[config.mk]
export PLATFORM = sky130hd
export DESIGN_NAME = slsu_unit
export DESIGN_NICKNAME = d
export VERILOG_FILES = /design/src/rtl/slsu_pkg.sv /design/src/rtl/slsu_decode.sv /design/src/rtl/slsu_agen.sv /design/src/rtl/slsu_extend.sv /design/src/rtl/slsu_unit.sv
export SDC_FILE = /design/constraint.sdc
export NUM_CORES = 1
export LEC_CHECK = 0
export BUFFER_PORTS_ARGS = -buffer_cell sky130_fd_sc_hd__buf_2
export CAP_MARGIN = 0
export CORE_MARGIN = 5
export CORE_UTILIZATION = 40
export CTS_CLUSTER_DIAMETER = 200
export DETAILED_ROUTE_END_ITERATION = 16
export PLACE_DENSITY = 0.71
export SYNTH_ARGS = -nofsm -noshare
export SYNTH_HDL_FRONTEND = slang
export SYNTH_SLANG_ARGS = --single-unit
[constraint.sdc]
create_clock -name clk -period 2.36 [get_ports clk]
set_input_delay 0 -clock clk [delete_from_list [all_inputs] [get_ports clk]]
set_output_delay 0 -clock clk [all_outputs]
set_load 0.02 [all_outputs]
[src/rtl/slsu_pkg.sv]
package slsu_pkg;

    localparam int DISP_W = 8;
    localparam int IDX_W  = 5;

    typedef enum logic [1:0] {
        SZ_BYTE = 2'd0,
        SZ_HALF = 2'd1,
        SZ_WORD = 2'd2
    } acc_size_e;

    typedef enum logic [1:0] {
        ST_IDLE = 2'd0,
        ST_REQ  = 2'd1,
        ST_WAIT = 2'd2,
        ST_WB   = 2'd3
    } slsu_state_e;

    typedef struct packed {
        logic              legal;
        logic              store;
        logic              sext;
        acc_size_e         size;
        logic [DISP_W-1:0] disp;
        logic [IDX_W-1:0]  idx;
    } slsu_dec_t;

endpackage

[src/rtl/slsu_decode.sv]
module slsu_decode
    import slsu_pkg::*;
(
    input  logic [15:0] instr,
    output slsu_dec_t   dec
);

    always_comb begin
        dec       = '0;
        dec.size  = SZ_BYTE;
        dec.idx   = instr[15:11];
        if (instr[10:4] == 7'b0000110) begin
            // unsigned byte load, 4-bit byte displacement
            dec.legal = 1'b1;
            dec.size  = SZ_BYTE;
            dec.disp  = {4'b0000, instr[3:0]};
        end else if (instr[10:4] == 7'b0000111) begin
            // unsigned halfword load, displacement scaled by two
            dec.legal = 1'b1;
            dec.size  = SZ_HALF;
            dec.disp  = {3'b000, instr[3:0], 1'b0};
        end else begin
            unique case (instr[10:7])
                4'b0110: begin
                    dec.legal = 1'b1;
                    dec.sext  = 1'b1;
                    dec.size  = SZ_BYTE;
                    dec.disp  = {1'b0, instr[6:0]};
                end
                4'b0111: begin
                    dec.legal = 1'b1;
                    dec.store = 1'b1;
                    dec.size  = SZ_BYTE;
                    dec.disp  = {1'b0, instr[6:0]};
                end
                4'b1000: begin
                    dec.legal = 1'b1;
                    dec.sext  = 1'b1;
                    dec.size  = SZ_HALF;
                    dec.disp  = {instr[6:0], 1'b0};
                end
                4'b1010: begin
                    dec.legal = ~instr[0];
                    dec.size  = SZ_WORD;
                    dec.disp  = {instr[6:1], 2'b00};
                end
                default: begin
                    dec.legal = 1'b0;
                end
            endcase
        end
    end

endmodule

[src/rtl/slsu_agen.sv]
module slsu_agen #(
    parameter int ADDR_W = 32,
    parameter int DISP_W = 8
) (
    input  logic [ADDR_W-1:0] base,
    input  logic [DISP_W-1:0] disp,
    output logic [ADDR_W-1:0] addr
);

    localparam int PAD_W = ADDR_W - DISP_W;

    // displacement is always zero-extended before the add
    assign addr = base + {{PAD_W{1'b0}}, disp};

endmodule

[src/rtl/slsu_extend.sv]
module slsu_extend
    import slsu_pkg::*;
#(
    parameter int DATA_W = 32
) (
    input  logic [DATA_W-1:0] raw,
    input  acc_size_e         size,
    input  logic              sext,
    output logic [DATA_W-1:0] ext
);

    localparam int B_PAD = DATA_W - 8;
    localparam int H_PAD = DATA_W - 16;

    logic b_fill;
    logic h_fill;

    assign b_fill = sext & raw[7];
    assign h_fill = sext & raw[15];

    always_comb begin
        unique case (size)
            SZ_BYTE: ext = {{B_PAD{b_fill}}, raw[7:0]};
            SZ_HALF: ext = {{H_PAD{h_fill}}, raw[15:0]};
            SZ_WORD: ext = raw;
            default: ext = raw;
        endcase
    end

endmodule

[src/rtl/slsu_unit.sv]
module slsu_unit
    import slsu_pkg::*;
#(
    parameter int ADDR_W = 32,
    parameter int DATA_W = 32
) (
    input  logic              clk,
    input  logic              rst_n,
    input  logic              issue_valid,
    input  logic [15:0]       issue_instr,
    input  logic [ADDR_W-1:0] ptr_val,
    input  logic [DATA_W-1:0] reg2_val,
    input  logic              mem_gnt,
    input  logic              mem_rvalid,
    input  logic [DATA_W-1:0] mem_rdata,
    output logic              ready,
    output logic              mem_req,
    output logic              mem_we,
    output logic [1:0]        mem_size,
    output logic [ADDR_W-1:0] mem_addr,
    output logic [DATA_W-1:0] mem_wdata,
    output logic              wb_en,
    output logic [4:0]        wb_idx,
    output logic [DATA_W-1:0] wb_data
);

    localparam int WD_PAD = DATA_W - 8;

    slsu_state_e state_q, state_d;
    slsu_dec_t   dec;
    logic [ADDR_W-1:0] addr_calc;
    logic [DATA_W-1:0] ext_calc;

    logic [ADDR_W-1:0] addr_q;
    acc_size_e         size_q;
    logic              we_q;
    logic              sext_q;
    logic [IDX_W-1:0]  idx_q;
    logic [DATA_W-1:0] wdata_q;
    logic [DATA_W-1:0] wb_q;

    logic take_issue;
    logic unused_hi;

    assign unused_hi = ^reg2_val[DATA_W-1:8];

    slsu_decode u_dec (
        .instr (issue_instr),
        .dec   (dec)
    );

    slsu_agen #(.ADDR_W(ADDR_W), .DISP_W(DISP_W)) u_agen (
        .base (ptr_val),
        .disp (dec.disp),
        .addr (addr_calc)
    );

    slsu_extend #(.DATA_W(DATA_W)) u_ext (
        .raw  (mem_rdata),
        .size (size_q),
        .sext (sext_q),
        .ext  (ext_calc)
    );

    assign take_issue = (state_q == ST_IDLE) && issue_valid && dec.legal;

    // next-state logic
    always_comb begin
        state_d = state_q;
        unique case (state_q)
            ST_IDLE: if (take_issue) state_d = ST_REQ;
            ST_REQ:  if (mem_gnt)    state_d = we_q ? ST_IDLE : ST_WAIT;
            ST_WAIT: if (mem_rvalid) state_d = ST_WB;
            ST_WB:   state_d = ST_IDLE;
            default: state_d = ST_IDLE;
        endcase
    end

    // state register
    always_ff @(posedge clk or negedge rst_n) begin
        if (!rst_n) state_q <= ST_IDLE;
        else        state_q <= state_d;
    end

    // request capture
    always_ff @(posedge clk or negedge rst_n) begin
        if (!rst_n) begin
            addr_q  <= '0;
            size_q  <= SZ_BYTE;
            we_q    <= 1'b0;
            sext_q  <= 1'b0;
            idx_q   <= '0;
            wdata_q <= '0;
        end else if (take_issue) begin
            addr_q  <= addr_calc;
            size_q  <= dec.size;
            we_q    <= dec.store;
            sext_q  <= dec.sext;
            idx_q   <= dec.idx;
            wdata_q <= {{WD_PAD{1'b0}}, reg2_val[7:0]};
        end
    end

    // load result capture
    always_ff @(posedge clk or negedge rst_n) begin
        if (!rst_n)                                wb_q <= '0;
        else if (state_q == ST_WAIT && mem_rvalid) wb_q <= ext_calc;
    end

    // outputs
    always_comb begin
        ready     = 1'b0;
        mem_req   = 1'b0;
        wb_en     = 1'b0;
        unique case (state_q)
            ST_IDLE: ready   = 1'b1;
            ST_REQ:  mem_req = 1'b1;
            ST_WAIT: ;
            ST_WB:   wb_en   = 1'b1;
            default: ;
        endcase
        mem_we    = we_q;
        mem_size  = size_q;
        mem_addr  = addr_q;
        mem_wdata = wdata_q;
        wb_idx    = idx_q;
        wb_data   = wb_q;
    end

endmodule

[Yosys cells after proc, flatten, opt, wreduce, memory -nomap -nowiden]
Cells that the tools add are included.
Storage, ports and cells
  bits in registers: 83
  output and inout bits: 107
  logic and storage cells: 53
Cells by class
  add/subtract/negate cells: 1
  eq/ne operators: 13
  muxes and demuxes: 19
  bitwise logic cells: 3
  reductions and logical operators: 9
Operators by type and width (number)
  $pmux 32 s2: 1
  $add 32x8->32: 1
  $pmux 10 s3: 1
  $mux 10: 2
  $eq 7x3->1 const B: 2
  $mux 2: 6
  $eq 4x3->1 const B: 2
  $eq 4x4->1 const B: 2
  $pmux 2 s4: 1
  $mux 1: 7
  $ne 2x2->1 const B: 3
  $eq 2x1->1 const B: 2
  $eq 2x2->1 const B: 2
  $logic_not 2->1: 2
  $reduce_or 2->1: 2
  $logic_and 1x1->1: 3
  $reduce_and 3->1: 1
  $reduce_or 3->1: 1
  $and 1x1->1: 2
  $pmux 1 s2: 1
  $not 1->1: 1

[Logic depth before layout (Yosys ltp)]
  depth in word-level cells: 8
  gate-level depth with buffers: 13
  mapped depth without buffers: 13

[Modules after synthesis]
A second synthesis with hierarchy kept.
Unflattened totals
  cells, all modules: 417
  area total of the unflattened synthesis: 5018.6 um^2
By module, submodules not included
  slsu_unit: instances 1, cells an instance 208, area an instance 3559.7 um^2, seq. area each 2077.0 um^2
  slsu_agen: instances 1, cells an instance 109, area an instance 830.8 um^2, seq. area each 0.0 um^2
  slsu_extend: instances 1, cells an instance 66, area an instance 385.4 um^2, seq. area each 0.0 um^2
  slsu_decode: instances 1, cells an instance 34, area an instance 242.7 um^2, seq. area each 0.0 um^2

[Worst setup path before layout]
No wires, ideal clock.
  path kind: input-to-reg
  start point: in issue_instr[9]
  end point: reg addr_q[16], in the netlist mem_addr[16]
  setup time: 0.069 ns
  arrival time: 2.869 ns
  data required time: 2.291 ns
  path slack: -0.578 ns
  stages: 13
  cells stage by stage: or3_4 > nor3_1 > a21oi_1 > nor2_1 > and2_1 > ha_1 > inv_1 > fa_1 > nand2b_1 > a21oi_1 > o21ai_0 > or4_1 > nand3_1
Between the ends
  word-level cells in the longest chain between the ends: 6
Ends and longest elaborated chain
  start: declaration: RTL line slsu_unit.sv:10  | input logic [15:0] issue_instr,
  $eq 4x3->1 / $eq 4x4->1 (equally long branches): RTL line slsu_decode.sv:23  | unique case (instr[10:7])
  $reduce_or 2->1 (no source line) / $reduce_or 3->1 (equally long branches)
  $pmux 10 s3 / $pmux 1 s2 (equally long branches): RTL line slsu_decode.sv:23
  $mux 10 / $mux 1 (equally long branches): RTL line slsu_decode.sv:17  | end else if (instr[10:4] == 7'b0000111) begin
  $mux 10 / $mux 1 (equally long branches): RTL line slsu_decode.sv:12  | if (instr[10:4] == 7'b0000110) begin
  $add 32x8->32 / $logic_and 1x1->1 (equally long branches): RTL line slsu_agen.sv:13, slsu_unit.sv:65
  end signal: assignment: RTL line slsu_unit.sv:95  | addr_q <= addr_calc;
  end: declaration: RTL line slsu_unit.sv:34  | logic [ADDR_W-1:0] addr_q;
Parallel ways exist; a longest one is shown, timed or not.
A chain may end at the register's enable or synchronous reset.

[Worst setup path in the final report]
  start point: in issue_instr[9]
  end point: reg addr_q[24], in the netlist mem_addr[24]
Same word-level chain as after synthesis.

==> run metrics <==
status completed; r2r setup slk 0.32 ns; Synth Flop Type dfrtp_1; capturing point of the worst reg2reg path mem_addr[31]$_DFFE_PN0P_; critical path required time 2.64 ns; initial antenna violation count 1; Post-Syn Area per Cell 8.66 um^2; Post-synth EDFFs 0; pwr/cell area 1000 mW/mm^2; DR DRC count 0; Clock Latency Late Sink 0.35 ns; clock root buffer clkbuf_8; ys async rst share 100%; area grow syn2layout 49.3%; DRT antenna net count 0; Initial DRC Count 281; GR Overflow Total 0; clk slew on worst S/H paths 0.08 ns; crit path time final 2.22 ns; postcts setup bufs 0; Clk pwr share 15.8%; P_int 3.70 mW; Tightest Hold Check Type input pin to flop; Reg power frac 38.3%; CP Max Fanout 4; clock skew 0.00823 ns; Die Ht 115 um; Startpoint Class input pin; Die X-Extent 115 um; CTS tree yes; Pleak 3.24 nW; Least-Margin Pin Slew 0.683 ns; Synth Instances 507; sequential share of the synthesized area 47.3%; Via density 5.07; I/O Pins 224; Pre-antenna DRT Iters 5; number of buffers created by CTS 9; fmax 0.450 GHz; final net count 903; Relative slew margins 54.5%; worst setup path end mem_addr[24]$_DFFE_PN0P_; share of cells above drive strength 1 32.0%; WL final 14,400 um; Synth Cell Area 0.00439 mm^2; Setup CP Type input pin to flop; clk buf depth 2; Slew Viols, Final 0; max cap viols 0; Final WS setup 0.140 ns; CTS H-tree depth 3; Setup Viol. Count Final 0; core region area 0.0108 mm^2; worst slack, placed -0.327 ns; final design utilization 60.8%; sw frac 43.8%; CP Capture Type flop; n_diodes 0; crit path launch issue_instr[9]; number of global-route vias before repair 4,725; crit path DAT 2.50 ns; YS warnings 0; Die ar. 0.0132 mm^2; VDD IR max 564 uV; post-synthesis register bit count 83; Buffers on Ports 175; largest net degree at the start of global routing 54; Psw 2.88 mW; first-pass GRT wire length 23,000 um; post-synth cell types 44; final HPWL from detailed placement 10,400 um; combinational power share 45.8%; reg2reg path depth 5; final hold violation count 0; Tot Pwr 6.58 mW; routability cong. 0.876; final worst-path cycle share 94.1%; via count 4,679; CTS Sinks 83; Initial Utilization 40.7%; row cnt 38; routed len/inst 15.6 um; All-Layer GR Usage 21.8%
==> power groups by stage <==
stage | combinational, mW | sequential (mW) | clock (mW)
global placement | 2.87 | 2.50 | 0
CTS | 3.01 | 2.51 | 1.08
finish | 3.02 | 2.52 | 1.04
global route | 3.29 | 2.60 | 1.14
detailed placement | 2.92 | 2.54 | 0
floorplan | 0.981 | 3.30 | 0
==> how the worst min path moves through the flow <==
| stage | slack, ns | cells after the start | to | startpoint |
|---|---|---|---|---|
| after floorplan | -0.30 | 0 | async pin | rst_n |
| final | 0.02 | 3 | mem_addr[22]$_DFFE_PN0P_ | ptr_val[22] |
| after global placement | 0.07 | 1 | wb_data[6]$_DFFE_PN0P_ | rst_n |
| after detailed placement | 0.08 | 1 | wb_data[2]$_DFFE_PN0P_ | rst_n |
| after global routing | 0.05 | 3 | mem_addr[22]$_DFFE_PN0P_ | ptr_val[22] |
| after CTS | 0.0005 | 3 | mem_addr[14]$_DFFE_PN0P_ | ptr_val[14] |
==> critical path: stages <==
cell      delay, ns
buf_2          0.12
or3_4          0.40
nor3_4         0.11
a21oi_1        0.06
nor2_2         0.11
and2_4         0.15
ha_2           0.18
inv_2          0.04
fa_2           0.33
nand2b_4       0.16
a21oi_4        0.17
o211ai_1       0.16
or3_1          0.36
a31oi_1        0.13
==> Yosys cell counts, types with 3 or more instances <==
cell       count  share of area (%)
nand2_1      125                 11
dfrtp_1       83                 47
o21ai_0       49                5.6
nor2_1        37                3.2
a21oi_1       26                3.0
buf_4         24                4.1
clkbuf_1      24                2.1
xor2_1        22                4.4
a31oi_1       14                2.0
nand3_1       11                1.3
o211ai_1      10                1.7
ha_1           8                2.3
o2111ai_1      8                1.6
inv_1          7               0.60
nor3_1         6               0.68
a22o_1         4               0.80
and2_1         4               0.57
nand2b_1       4               0.57
or3_1          4               0.57
and3_1         3               0.43
mux2_2         3               0.77
==> layout by cell type, fill, tap and decap left out, drive strengths merged, types with 10 or more instances in the layout <==
master	count
conb	24
buf	215
o211ai	10
a31oi	14
a21oi	26
clkbuf	10
nand3	11
nand2	125
xor2	22
dfrtp	83
nor2	37
o21ai	49
dlygate4sd3	70
==> metrics by stage <==
| stage | setup TNS, ns | std cells | hold WS (ns) | cell area, um^2 |
|---|---|---|---|---|
| after floorplan | -0.648 | 530 | -0.296 | 4510 |
| after CTS | 0 | 922 | 0.000505 | 6520 |
| after global placement | -4.08 | 836 | 0.0743 | 5620 |
| final | 0 | 922 | 0.0203 | 6560 |
| after global routing | -0.0224 | 922 | 0.0476 | 6560 |
| after detailed placement | -6.16 | 836 | 0.0801 | 5620 |
==> per-layer routing <==
layer / track usage (%) / routed length [um]
met5: 0 / 11
met4: 9.08 / 294
met3: 5.21 / 1260
met2: 36.9 / 7030
met1: 26.7 / 5770
==> flip-flops by register name, summed over array words and instances (netlist names), named ones only <==
name / count
mem_addr: 32
wb_data: 32
mem_wdata: 8
wb_idx: 5
mem_size: 2
mem_we: 1
sext_q: 1
state_q: 1
==> cells by family (layout without fill, tap and decap cells) <==
family,count (synthesis),after routing,synth area share [%]
compound gates,121,121,16.5
xor+xnor,24,24,4.79
fa+ha+maj,9,9,2.74
buf+inv,56,308,7.01
flops,83,83,47.3
mux,3,3,0.769
other cells,1,24,0.0854
simple gates,210,210,20.9
==> timing repair <==
item / CTS / global route
resized for setup: 0 / 9
hold endpoints to repair: 122 / 0
endpoints found under the setup margin: 0 / 21
hold buffers: 70 / 0
==> area by class of cell <==
| cell class | count | area [um^2] |
|---|---|---|
| tap | 140 | 175 |
| fill | 890 | 4240 |
| clock buffer | 10 | 138 |
| inverter | 7 | 26.3 |
| clock inverter | 6 | 65.1 |
| sequential | 83 | 2080 |
| timing repair buffer | 285 | 1900 |
| multi-input combinational | 391 | 2170 |
(Power assumes the default switching activity.)
